<file path="config.mk">
export PLATFORM = sky130hd
export DESIGN_NAME = wh_input_port
export DESIGN_NICKNAME = d
export VERILOG_FILES = /design/src/rtl/wh_port_pkg.sv /design/src/rtl/wh_link_rx.sv /design/src/rtl/wh_flit_fifo.sv /design/src/rtl/wh_out_ctrl.sv /design/src/rtl/wh_input_port.sv
export SDC_FILE = /design/constraint.sdc
export NUM_CORES = 1
export LEC_CHECK = 0
export BUFFER_PORTS_ARGS = -buffer_cell sky130_fd_sc_hd__buf_2
export CORE_MARGIN = 2
export CORE_UTILIZATION = 30
export CTS_BUF_LIST = sky130_fd_sc_hd__clkbuf_4
export DETAILED_ROUTE_END_ITERATION = 7
export GPL_TIMING_DRIVEN = 0
export PLACE_DENSITY = 0.57
export SLEW_MARGIN = 0
export SYNTH_ARGS = -nofsm -noshare
export SYNTH_HDL_FRONTEND = slang
export SYNTH_HIERARCHICAL = 1
export SYNTH_SLANG_ARGS = --single-unit
</file>
<file path="constraint.sdc">
create_clock -name clk_i -period 2.2 [get_ports clk_i]
set_input_delay 0.44 -clock clk_i [delete_from_list [all_inputs] [get_ports clk_i]]
set_output_delay 0.44 -clock clk_i [all_outputs]
set_load 0.02 [all_outputs]
</file>
<file path="src/rtl/wh_port_pkg.sv">
package wh_port_pkg;
  localparam int unsigned FLAG_W = 2;  // flit = {bop, eop, data}

  typedef enum logic {
    LINK_IDLE,
    LINK_RECV
  } link_state_e;

  typedef enum logic {
    OUT_HEAD,
    OUT_BODY
  } out_state_e;
endpackage

</file>
<file path="src/rtl/wh_link_rx.sv">
module wh_link_rx
  import wh_port_pkg::*;
#(
  parameter int unsigned DATA_W = 16,
  localparam int unsigned FLIT_W = DATA_W + FLAG_W
) (
  input  logic              clk_i,
  input  logic              rst_ni,
  input  logic              req_i,
  input  logic              bop_i,
  input  logic              eop_i,
  input  logic [DATA_W-1:0] data_i,
  input  logic              space_i,
  output logic              wr_en_o,
  output logic [FLIT_W-1:0] wr_flit_o
);
  link_state_e state_q, state_d;

  always_comb begin
    wr_en_o = req_i && space_i && ((state_q == LINK_RECV) || bop_i);
    state_d = state_q;
    if (wr_en_o) state_d = eop_i ? LINK_IDLE : LINK_RECV;
    // head mark normalised to the link state
    wr_flit_o = {(state_q == LINK_IDLE), eop_i, data_i};
  end

  always_ff @(posedge clk_i or negedge rst_ni) begin
    if (!rst_ni) state_q <= LINK_IDLE;
    else         state_q <= state_d;
  end

  AST_LINK_ENTRY: assert property (@(posedge clk_i) disable iff (!rst_ni)
    (state_q == LINK_RECV && $past(state_q) == LINK_IDLE) |-> $past(req_i && bop_i && space_i));
endmodule

</file>
<file path="src/rtl/wh_flit_fifo.sv">
module wh_flit_fifo #(
  parameter int unsigned WIDTH = 18,
  parameter int unsigned DEPTH = 4,
  localparam int unsigned AW = (DEPTH > 1) ? $clog2(DEPTH) : 1,
  localparam int unsigned CW = $clog2(DEPTH + 1)
) (
  input  logic             clk_i,
  input  logic             rst_ni,
  input  logic             wr_en_i,
  input  logic [WIDTH-1:0] wr_data_i,
  input  logic             rd_en_i,
  output logic [WIDTH-1:0] rd_data_o,
  output logic             full_o,
  output logic             empty_o
);
  localparam logic [AW-1:0] LAST = AW'(DEPTH - 1);

  logic [WIDTH-1:0] mem_q [DEPTH];
  logic [AW-1:0]    wr_ptr_q, rd_ptr_q;
  logic [CW-1:0]    cnt_q;

  function automatic logic [AW-1:0] ptr_next(input logic [AW-1:0] p);
    return (p == LAST) ? '0 : p + 1'b1;
  endfunction

  assign full_o    = (cnt_q == CW'(DEPTH));
  assign empty_o   = (cnt_q == '0);
  assign rd_data_o = mem_q[rd_ptr_q];

  always_ff @(posedge clk_i) begin
    if (wr_en_i) mem_q[wr_ptr_q] <= wr_data_i;
  end

  always_ff @(posedge clk_i or negedge rst_ni) begin
    if (!rst_ni) begin
      wr_ptr_q <= '0;
      rd_ptr_q <= '0;
      cnt_q    <= '0;
    end else begin
      if (wr_en_i) wr_ptr_q <= ptr_next(wr_ptr_q);
      if (rd_en_i) rd_ptr_q <= ptr_next(rd_ptr_q);
      case ({wr_en_i, rd_en_i})
        2'b10:   cnt_q <= cnt_q + 1'b1;
        2'b01:   cnt_q <= cnt_q - 1'b1;
        default: cnt_q <= cnt_q;
      endcase
    end
  end

  AST_NO_OVERFLOW: assert property (@(posedge clk_i) disable iff (!rst_ni)
    wr_en_i |-> !full_o);
  AST_NO_UNDERFLOW: assert property (@(posedge clk_i) disable iff (!rst_ni)
    rd_en_i |-> !empty_o);
endmodule

</file>
<file path="src/rtl/wh_out_ctrl.sv">
module wh_out_ctrl
  import wh_port_pkg::*;
#(
  parameter int unsigned DATA_W = 16,
  parameter int unsigned N_OUT  = 4,
  localparam int unsigned FLIT_W = DATA_W + FLAG_W
) (
  input  logic              clk_i,
  input  logic              rst_ni,
  input  logic              fifo_empty_i,
  input  logic [FLIT_W-1:0] fifo_flit_i,
  output logic              pop_o,
  input  logic [N_OUT-1:0]  gnt_i,
  input  logic              dn_credit_i,
  output logic              dn_valid_o,
  output logic              dn_bop_o,
  output logic              dn_eop_o,
  output logic [DATA_W-1:0] dn_data_o,
  output logic              rf_eop_o
);
  out_state_e        state_q;
  logic              out_vld_q;
  logic [FLIT_W-1:0] out_flit_q;
  logic [N_OUT-1:0]  route_q;
  logic              gnt_ok, xfer;

  always_comb begin
    gnt_ok     = (state_q == OUT_HEAD) ? (|gnt_i) : (|(gnt_i & route_q));
    dn_valid_o = out_vld_q && gnt_ok;
    xfer       = dn_valid_o && dn_credit_i;
    pop_o      = !fifo_empty_i && (!out_vld_q || xfer);
    dn_bop_o   = out_flit_q[FLIT_W-1];
    dn_eop_o   = out_flit_q[FLIT_W-2];
    dn_data_o  = out_flit_q[DATA_W-1:0];
    rf_eop_o   = xfer && out_flit_q[FLIT_W-2];
  end

  always_ff @(posedge clk_i or negedge rst_ni) begin
    if (!rst_ni) begin
      out_vld_q  <= 1'b0;
      out_flit_q <= '0;
    end else if (pop_o) begin
      out_vld_q  <= 1'b1;
      out_flit_q <= fifo_flit_i;
    end else if (xfer) begin
      out_vld_q  <= 1'b0;
    end
  end

  always_ff @(posedge clk_i or negedge rst_ni) begin
    if (!rst_ni) begin
      state_q <= OUT_HEAD;
      route_q <= '0;
    end else if (xfer) begin
      if (state_q == OUT_HEAD) route_q <= gnt_i;
      state_q <= out_flit_q[FLIT_W-2] ? OUT_HEAD : OUT_BODY;
    end
  end

  AST_HOLD_FLIT: assert property (@(posedge clk_i) disable iff (!rst_ni)
    (out_vld_q && !xfer) |=> (out_vld_q && $stable(out_flit_q)));
  AST_ROUTE_KEPT: assert property (@(posedge clk_i) disable iff (!rst_ni)
    (state_q == OUT_BODY) |=> (state_q == OUT_HEAD) || $stable(route_q));
  AST_EOP_RELEASE: assert property (@(posedge clk_i) disable iff (!rst_ni)
    rf_eop_o |=> (state_q == OUT_HEAD));
endmodule

</file>
<file path="src/rtl/wh_input_port.sv">
module wh_input_port
  import wh_port_pkg::*;
#(
  parameter int unsigned DATA_W = 16,
  parameter int unsigned DEPTH  = 4,
  parameter int unsigned N_OUT  = 4,
  localparam int unsigned FLIT_W = DATA_W + FLAG_W
) (
  input  logic              clk_i,
  input  logic              rst_ni,
  input  logic              up_req_i,
  input  logic              up_bop_i,
  input  logic              up_eop_i,
  input  logic [DATA_W-1:0] up_data_i,
  output logic              up_credit_o,
  input  logic [N_OUT-1:0]  gnt_i,
  input  logic              dn_credit_i,
  output logic              dn_valid_o,
  output logic              dn_bop_o,
  output logic              dn_eop_o,
  output logic [DATA_W-1:0] dn_data_o,
  output logic              rf_eop_o
);
  logic              wr_en, rd_en, full, empty;
  logic [FLIT_W-1:0] wr_flit, rd_flit;

  assign up_credit_o = !full;

  wh_link_rx #(.DATA_W(DATA_W)) u_link (
    .clk_i, .rst_ni,
    .req_i(up_req_i), .bop_i(up_bop_i), .eop_i(up_eop_i), .data_i(up_data_i),
    .space_i(up_credit_o), .wr_en_o(wr_en), .wr_flit_o(wr_flit)
  );

  wh_flit_fifo #(.WIDTH(FLIT_W), .DEPTH(DEPTH)) u_fifo (
    .clk_i, .rst_ni,
    .wr_en_i(wr_en), .wr_data_i(wr_flit),
    .rd_en_i(rd_en), .rd_data_o(rd_flit),
    .full_o(full), .empty_o(empty)
  );

  wh_out_ctrl #(.DATA_W(DATA_W), .N_OUT(N_OUT)) u_out (
    .clk_i, .rst_ni,
    .fifo_empty_i(empty), .fifo_flit_i(rd_flit), .pop_o(rd_en),
    .gnt_i, .dn_credit_i,
    .dn_valid_o, .dn_bop_o, .dn_eop_o, .dn_data_o, .rf_eop_o
  );

  AST_CREDIT_DROP: assert property (@(posedge clk_i) disable iff (!rst_ni)
    $fell(up_credit_o) |-> $past(wr_en && !rd_en));
endmodule

</file>
### Word-level counts from Yosys, hierarchy flattened

Memories as Yosys holds them, arrays and structs flattened. A register that Yosys moved wholly into a read port is not among the register bits.
Index checks and enable logic that the tools add are counted.
W data, S select, Z words.

| word-level totals | value |
|---|---|
| register bits | 14 |
| memory bits (writable) | 72 |
| input port bits | 26 |
| output and inout bits | 21 |
| memories kept | 1 |

| operators by class | value |
|---|---|
| $add $sub $neg | 4 |
| equality and inequality tests | 5 |
| muxes and demuxes | 10 |
| bitwise gates (word level) | 3 |
| reductions and logical operators | 18 |

Memories:

| name | words | width | rd ports | clocked after Yosys merged registers in | wr ports | line | text |
|---|---|---|---|---|---|---|---|
| u_fifo.mem_q | 4 | 18 | 1 | 1 | 1 | wh_flit_fifo.sv:18 | `logic [WIDTH-1:0] mem_q [DEPTH];` |

Operator list:

| cell | count |
|---|---|
| $reduce_or A4 Y1 | 2 |
| $mux W1 | 7 |
| $eq A2 B2 Y1 const B | 3 |
| $logic_and A1 B1 Y1 | 6 |
| $pmux W3 S2 | 1 |
| $add A2 B1 Y2 const B | 2 |
| $and A4 B4 Y4 | 1 |
| $logic_not A1 Y1 | 4 |
| $mux W2 | 2 |
| $reduce_bool A2 Y1 | 2 |
| $add A3 B1 Y3 const B | 1 |
| $eq A3 B3 Y1 const B | 1 |
| $logic_not A3 Y1 | 1 |
| $sub A3 B1 Y3 const B | 1 |
| $eq A2 B1 Y1 const B | 1 |
| $logic_or A1 B1 Y1 | 2 |
| $not A1 Y1 | 2 |
| $reduce_and A2 Y1 | 1 |

### Logic depth before layout (Yosys ltp)

Gate-level depths: netlist of the first run.

| depth | value |
|---|---|
| depth in word-level cells | 9 |
| mapped depth | 11 |
| depth with buffers taken out | 11 |

### Hierarchy

Netlist of the first run, hierarchy kept.

By module, submodules not included:

| module | times used | cells an instance | area an instance (um^2) |
|---|---|---|---|
| wh_flit_fifo | 1 | 132 | 3,017.9 |
| wh_out_ctrl | 1 | 156 | 1,450.1 |
| wh_link_rx | 1 | 22 | 178.9 |
| wh_input_port | 1 | 1 | 3.8 |

### Worst setup path before layout of the first run

No wires, ideal clock.

| timing | value |
|---|---|
| path kind | reg2reg |
| start point | register u_out.state_q |
| end point | register u_fifo.cnt_q[2] |
| setup time | 0.079 ns |
| arrival time | 2.287 ns |
| setup slack | -0.166 ns |
| cell stages (with the launch flop) | 11 |
| buffers on the path | 0 |
| period minus slack after synthesis | 2.366 ns |
| cells stage by stage | dfrtp_1 > nor2b_1 > o21ai_1 > o21ai_1 > a21oi_1 > ha_1 > inv_1 > fa_1 > xor2_1 > nor2_1 > xor2_1 |

| between the ends | value |
|---|---|
| longest elaborated chain between the ends | 7 |
| elaborated cells between the ends (all ways) | 9 |
| classes of those cells | eq/ne: 2; mux: 2; reduce/logical: 5 |

RTL lines:

| item | line | text |
|---|---|---|
| start, declared | wh_out_ctrl.sv:21 | `out_state_e state_q;` |
| start signal, assigned | wh_out_ctrl.sv:56 | `state_q <= out_flit_q[FLIT_W-2] ? OUT_HEAD : OUT_BODY;` |
| $mux W1 * | wh_out_ctrl.sv:28 | `gnt_ok = (state_q == OUT_HEAD) ? (\|gnt_i) : (\|(gnt_i & route_q));` |
| $logic_and A1 B1 Y1 * | wh_out_ctrl.sv:29 | `dn_valid_o = out_vld_q && gnt_ok;` |
| $logic_and A1 B1 Y1 * | wh_out_ctrl.sv:30 | `xfer = dn_valid_o && dn_credit_i;` |
| $logic_or A1 B1 Y1 * | wh_out_ctrl.sv:31 | `pop_o = !fifo_empty_i && (!out_vld_q \|\| xfer);` |
| $logic_and A1 B1 Y1 * | wh_out_ctrl.sv:31 |  |
| named net rd_en | wh_input_port.sv:24 | `logic wr_en, rd_en, full, empty;` |
| $eq A2 B1 Y1 or $eq A2 B2 Y1 (tied branches) | wh_flit_fifo.sv:42 | `case ({wr_en_i, rd_en_i})` |
| $pmux W3 S2 or $reduce_bool A2 Y1 (tied branches) | -- |  |
| end signal, assigned | wh_flit_fifo.sv:43 | `2'b10: cnt_q <= cnt_q + 1'b1;` |
| end signal, assigned | wh_flit_fifo.sv:44 | `2'b01: cnt_q <= cnt_q - 1'b1;` |
| end signal, assigned | wh_flit_fifo.sv:45 | `default: cnt_q <= cnt_q;` |
| end, declared | wh_flit_fifo.sv:20 | `logic [CW-1:0] cnt_q;` |

Mark *: on every way through the listed nets, which the timed path passes. The rest lies on a longest branch.
A chain may end at the register's enable or synchronous reset.

### Final worst setup path of the first run

| timing | value |
|---|---|
| start point | register u_out.state_q |
| end point | output port rf_eop_o |

| between the ends | value |
|---|---|
| longest elaborated chain between the ends | 4 |

RTL lines:

| item | line | text |
|---|---|---|
| $mux W1 | wh_out_ctrl.sv:28 |  |
| $logic_and A1 B1 Y1 | wh_out_ctrl.sv:29 |  |
| $logic_and A1 B1 Y1 | wh_out_ctrl.sv:30 |  |
| $logic_and A1 B1 Y1 | wh_out_ctrl.sv:35 | `rf_eop_o = xfer && out_flit_q[FLIT_W-2];` |
| end, declared | wh_input_port.sv:22 | `output logic rf_eop_o` |

No other way between the ends.

==> implementation parameters, run 1 <==
Parameter                              Value

Outcome
  Run status    complete, but fails checks
  Violated checks    negative setup slack

Critical path
  Worst Setup Start Kind    flip-flop
  Master of the slowest instance on the critical path    dfrtp_1
  Largest stage delay, worst path    420 ps
  Max FO, Critical Path    3
  Category of cells accounting for the largest share of critical-path delay    simple AND/OR/NAND/NOR gates
  Crit end category    output port
  Worst path cell trace    a21boi_4 -> or2_4 -> buf_6 -> a21oi_4 -> and2_4 -> buf_6
  Required time of the critical path    1760 ps
  Critical path class    reg2out
  Crit path buf inv count    2
  Data arrival time of the worst path    1840 ps
  Worst path most repeated cell    buf_6

Layout
  Share of cells above drive strength 1    35.1%
  Register Area    2960 sq um
  Net count reported at finish    395
  FILL cells    1473
  Post-Route Utilization    35.7%
  Area added between synthesis and finish    16.6%
  Antenna cells    0
  Footprint of the multi-input gates    1510 sq um

Yosys
  Gate Count Post-Synth    311
  Count of state elements after synthesis    104
  Synth top cells by count    edfxtp_1 (72), dfrtp_1 (32), a21oi_1 (20)
  Synthesis Warnings    6
  Cell types occupying the most area after synthesis    edfxtp_1 (46%), dfrtp_1 (17%), mux4_2 (8.7%)
  Post-synth EDFFs    72
  Share of synthesized area occupied by flip-flops and latches    63.7%
  Area of the mapped netlist    4650 sq um
  Leading register cell type out of synthesis    edfxtp_1
  Synth Area per Inst    15.0 sq um
  Count of different cell masters after synthesis    39
  Post-synth top area share    46.5%
  Most frequently used cell type in the post-synthesis netlist    edfxtp_1
  Largest area contributor in the netlist    edfxtp_1
  Fraction of registers with async set/reset    30.8%
  Syn nets    344

STA
  Sum Neg Setup Slack    -133 ps
  Worst Tran Pin Value    770 ps
  Post-route clock period utilization    104%
  Max_slew headroom    48.6%
  Clock Skew    30.5 ps
  Unrepaired setup endpoints after global routing    yes
  Pins over their slew limit    0
  # setup viols final    2
  Final hold violations    0
  Maximum operating frequency    439 MHz
  Time the final worst path needs with I/O delays and setup    2280 ps
  Setup slack after layout    -80.2 ps

Global routing
  Overall Global Routing Usage    12.5%
  First-pass GRT wire length    15700 microns
  Sum of overflow across all layers after global routing    0
  Number of antenna violations at the first check in global routing    0
  Number of global-route vias before repair    2907
  Pin count of the biggest net entering global routing    33

Drt
  Initial DRC count    213
  Detail Route Antenna Nets    0
  Iteration count of the initial detailed-routing pass    4
  Count of vias placed by the detailed router    2821
  Count of unresolved DRC violations after routing    0
  Final wirelength    9880 microns
  Via-to-Cell Ratio    5.08
  Routed wirelength normalized by instance count    17.8 microns

CTS
  Number of buffers on the longest clock path    2
  CTS buffer count    9
  Total number of H-tree levels    3
  Number of buffers added to fix hold violations after cts    0
  Clock tree from TritonCTS    built
  Root Driver    clkbuf_4
  Sinks on Clock Net    104
  Clock slew seen by the registers of the worst setup and hold paths    200 ps
  Clock latency reported for the late side of the worst-skew pair    480 ps

Power
  Power Density    763 nW/um^2
  Proportion of power drawn by combinational gates    15.6%
  Relative contribution of sequential cells to total power    59.6%
  Leak Pwr    0.00209 uW
  Relative contribution of the clock network to total power    24.8%
  Peak supply drop    0.000300 V
  Overall power    4130 uW
  Switching Share    30.2%
  Switching power of the nets    1250 uW
  Internal Pwr Total    2890 uW

Placement
  Number of input and output port buffers inserted    30
  DP Wirelength    6480 microns
  Last weighted congestion value of the routability-driven placer    0.783

Floorplan
  Row count    45
  Chip height    129 microns
  Core footprint    15200 sq um
  Die area    16500 sq um
  Starting Density    30.6%
  Top-Level Pins    47
  Die extent in x    129 microns

Min path
  Path category of the worst min-delay check    in2async

Flow run
  Max_cap viols    0
## area by class of cell
type	instances	share of cell area (%)
Buffer	37	5.10
Multi-Input combinational cell	160	27.9
Tap cell	188	4.34
Inverter	10	0.692
Clock inverter	7	1.66
Clock buffer	9	1.25
Sequential cell	104	54.7
Timing Repair Buffer	40	4.38
## state kept, by name, summed over array words and instances (netlist names)
name,flops
u_fifo/cnt_q,3
u_fifo/mem_q,72
u_fifo/rd_ptr_q,2
u_fifo/wr_ptr_q,2
u_link/state_q,1
u_out/out_flit_q,18
u_out/out_vld_q,1
u_out/route_q,4
u_out/state_q,1
## per-layer routing
metal | vias up | global-route usage [%] | share of wire, %
li1 | 1308 | - | -
met1 | 1435 | 16.7 | 46
met2 | 72 | 19.8 | 48
met3 | 6 | 3.83 | 5.2
met4 | 0 | 3.64 | 0.84
met5 | - | 0 | 0
## worst reg2reg max path, stage by stage (launching register included)
cell and delay (ps):
dfrtp_1 420, nor2b_1 170, o21ai_4 160, o21ai_1 130
a21oi_4 220, ha_4 170, inv_1 50, fa_1 370
xor2_1 150, nor2_1 110, xor2_1 150
## cell usage in the layout, fill, tap and decap left out, drive strengths merged
| cell type | synthesis | layout |
|---|---|---|
| mux2 | 6 | 6 |
| o21a | 1 | 1 |
| nand4 | 18 | 18 |
| nor2 | 4 | 4 |
| a31oi | 2 | 2 |
| or3 | 1 | 1 |
| nand3 | 18 | 18 |
| a22o | 18 | 18 |
| o211ai | 18 | 18 |
| o211a | 1 | 1 |
| a22oi | 1 | 1 |
| a21oi | 20 | 20 |
| nor3 | 2 | 2 |
| clkbuf | 9 | 18 |
| and3 | 1 | 1 |
| fa | 1 | 1 |
| ha | 6 | 6 |
| and2 | 5 | 5 |
| xor2 | 2 | 2 |
| inv | 10 | 14 |
| mux4 | 18 | 18 |
| o21ai | 4 | 4 |
| mux2i | 2 | 2 |
| clkinvlp | 0 | 1 |
| edfxtp | 72 | 72 |
| a21bo | 1 | 1 |
| dfrtp | 32 | 32 |
| nor2b | 3 | 3 |
| nand2 | 2 | 2 |
| or2 | 1 | 1 |
| a21boi | 2 | 2 |
| xnor2 | 1 | 1 |
| a211o | 1 | 1 |
| clkinv | 0 | 2 |
| buf | 28 | 68 |
## through the flow
step	setup WS, ps	hold slack [ps]	cell area, sq um	cells
floorplan	1.76	144	4660	311
global placement	-334	475	5040	529
CTS	-97.3	5.23	5390	554
detailed placement	-398	479	5040	529
global route	-183	21.8	5420	555
finish	-80.2	3.42	5420	555
## repair_timing
item,CTS,global route
cloned,0,0
pin swaps,6,4
buffers inserted,9,1
resized for setup,31,8
endpoints found under the setup margin,76,4
## final timing paths
check,startpoint,to,slack [ps],cells past startpoint
max,u_out/state_q,rf_eop_o,-80,6
min,rst_ni,u_fifo/cnt_q[1],3,1
max reg2reg,u_out/state_q,u_fifo/cnt_q[2],70,10
min reg2reg,u_fifo/cnt_q[2],u_fifo/cnt_q[2],520,1
max in group asynchronous,rst_ni,u_out/out_flit_q[5],1690,1
min in group clk_i,up_data_i[0],u_fifo/mem_q[0][0],150,1
## logic make-up (layout without fill, tap and decap cells)
| group | Yosys count | count (layout) | share of synthesized area, % |
|---|---|---|---|
| buffers and inverters | 47 | 103 | 5.76 |
| XOR/XNOR | 3 | 3 | 0.565 |
| adder cells (fa/ha/maj) | 7 | 7 | 2.04 |
| flip-flops | 104 | 104 | 63.7 |
| AO/OA/AOI/OAI | 69 | 69 | 10.4 |
| multiplexers | 26 | 26 | 10.9 |
| AND/OR/NAND/NOR | 55 | 55 | 6.59 |
## power groups by stage
| stage | Sequential [uW] | Clock, uW | Combinational [uW] |
|---|---|---|---|
| 2_1_floorplan | 2480 | 0 | 427 |
| 3_3_place_gp | 2490 | 0 | 599 |
| 3_5_place_dp | 2510 | 0 | 628 |
| 4_1_cts | 2460 | 1070 | 640 |
| 5_1_grt | 2490 | 1130 | 724 |
| 6_report | 2460 | 1030 | 645 |
Note: power is estimated with default switching activity, not from simulation.
==> run 2: changes to the inputs <==
Settings changed: CORE_ASPECT_RATIO set to 0.75, CORE_UTILIZATION 30 to 25, CTS_CLUSTER_SIZE set to 20, PLACE_DENSITY 0.57 to 0.51.
==> implementation parameters, run 2 (synthesis results as in run 1) <==
Parameter                              Value

Outcome
  Run status    complete, but fails checks
  Violated checks    negative setup slack

Layout
  Post-Route Utilization    29.9% (-5.8 points)
  Net count reported at finish    399 (+1.0%)
  Register Area    2960 sq um (unchanged)
  Top reg by flops    u_fifo/mem_q
  Area added between synthesis and finish    17.8%
  Number of flip-flops in the largest register    72 (unchanged)
  FILL cells    1830 (+24%)
  Biggest regs    u_fifo/mem_q (72), u_out/out_flit_q (18), u_out/route_q (4)
  Share of cells above drive strength 1    35.3% (+0.16 points)
  Filler-free cell count of the finished design    619 (+12%)
  Top library cells by usage in the layout, fill and taps aside    edfxtp_1 (72), buf_2 (33), buf_4 (33), dfrtp_1 (32)
  Most common cell after layout, fill and taps aside    edfxtp_1
  Cell area after layout    5480 sq um (+1.0%)
  Footprint of the multi-input gates    1520 sq um (about the same)

STA
  Setup slack after layout    -26.9 ps (+53.3 ps)
  Post-route clock period utilization    101% (-2.4 points)
  Max_slew headroom    49.1% (+0.44 points)
  Worst Tran Pin Value    764 ps (-6.63 ps)
  Unrepaired setup endpoints after global routing    yes
  Time the final worst path needs with I/O delays and setup    2230 ps (-53.3 ps)
  Maximum operating frequency    449 MHz (+2.4%)
  Clock Skew    16.9 ps (-13.5 ps)
  # setup viols final    2 (unchanged)
  Final hold violations    0 (unchanged)
  Sum Neg Setup Slack    -39.8 ps (+92.9 ps)
  Pins over their slew limit    0 (unchanged)
  Post-route worst hold slack    41.4 ps (+38.0 ps)

Drt
  Detail Route Antenna Nets    0 (unchanged)
  Routed wirelength normalized by instance count    16.5 microns (-7.6%)
  Count of vias placed by the detailed router    2785 (-1.3%)
  Iteration count of the initial detailed-routing pass    4 (unchanged)
  Initial DRC count    125 (-41%)
  Count of unresolved DRC violations after routing    0 (unchanged)
  Final wirelength    10200 microns (+3.1%)
  Via-to-Cell Ratio    4.50 (-11%)

Placement
  DP Wirelength    6800 microns (+4.8%)
  Number of input and output port buffers inserted    30 (unchanged)
  Number of placed instances with taps included    588 (+11%)
  Last weighted congestion value of the routability-driven placer    0.770 (-1.7%)
  Post-Place Cell Area    5120 sq um (+1.5%)

Critical path
  Worst Setup Start Kind    flip-flop
  Data arrival time of the worst path    1790 ps (-50 ps)
  Critical path class    reg2out
  Crit end category    output port
  Max FO, Critical Path    3 (unchanged)
  Required time of the critical path    1760 ps (about the same)

Floorplan
  Top-Level Pins    47 (unchanged)
  Die extent in x    161 microns (+26%)
  Starting Density    25.3% (-5.2 points)
  Die area    19700 sq um (+19%)
  Chip height    122 microns (-5.0%)
  Core footprint    18300 sq um (+21%)
  Row count    43 (-4.4%)

CTS
  Sinks on Clock Net    104 (unchanged)
  Clock latency reported for the late side of the worst-skew pair    450 ps (-30 ps)
  Clock slew seen by the registers of the worst setup and hold paths    150 ps (-50 ps)
  Number of buffers added to fix hold violations after cts    0 (unchanged)
  Clock tree from TritonCTS    built
  Total number of H-tree levels    3 (unchanged)
  CTS buffer count    9 (unchanged)
  Number of buffers on the longest clock path    2 (unchanged)
  Root Driver    clkbuf_4

Global routing
  Sum of overflow across all layers after global routing    0 (unchanged)
  First-pass GRT wire length    15800 microns (+0.53%)
  Pin count of the biggest net entering global routing    33 (unchanged)
  Number of antenna violations at the first check in global routing    1 (+1)
  Number of global-route vias before repair    2799 (-3.7%)
  Overall Global Routing Usage    10.6% (-1.9 points)

Power
  Leak Pwr    0.00210 uW (+0.62%)
  Peak supply drop    0.000222 V (-26%)
  Power Density    728 nW/um^2 (-4.5%)

Flow run
  Max_cap viols    0 (unchanged)

Min path
  Path category of the worst min-delay check    in2async
## run 2: area by class of cell
cell class                 count  area share, %
antenna                        1         0.0457
clock inverter                 7          0.982
multi-input combinational    160           27.7
clock buffer                   9           1.23
sequential                   104           54.1
timing repair buffer          44           4.82
inverter                      10          0.685
tap                          247           5.64
buffer                        37           4.82
## run 2: per-layer routing
metal  vias to the layer above  track usage, %  share of wire [%]
met5                         -               0                  0
met4                         0            2.73                1.2
met3                         9            4.19                7.7
met2                        72            16.4                 46
met1                      1385            14.0                 45
li1                       1319               -                  -
## run 2: worst max-delay path, stage by stage, from the launching register on
cell and delay, ps:
dfrtp_1 430, a21boi_4 160, or2_4 250, buf_6 120, a21oi_4 120, and2_4 160
buf_6 110
## run 2: timing repair
action | CTS | global route
setup endpoints to repair | 76 | 4
pin swaps | 4 | 7
gates resized for setup | 30 | 5
setup buffers | 6 | 8
## run 2: metrics by stage
step | setup WS [ps] | total power, uW
final | -26.9 | 3990
after global routing | -115 | 4210
after floorplan | 1.76 | 2900
after CTS | -65.1 | 4020
after global placement | -381 | 3100
after detailed placement | -422 | 3130
## run 2: worst paths after layout
check	endpoint	cells past startpoint	start	slack [ps]
hold / removal	u_out/out_flit_q[5]	1	rst_ni	40
setup / recovery	rf_eop_o	6	u_out/state_q	-30
setup reg to reg	u_fifo/cnt_q[2]	9	u_out/out_vld_q	70
max in group asynchronous	u_fifo/wr_ptr_q[1]	1	rst_ni	1660
hold reg to reg	u_fifo/cnt_q[2]	1	u_fifo/cnt_q[2]	530
min in group clk_i	u_fifo/mem_q[3][11]	1	up_data_i[11]	180
## run 2: power by group
group,switching (uW),internal (uW)
sequential,82.6,2380
combinational,423,223
clock,637,244
total,1140,2850
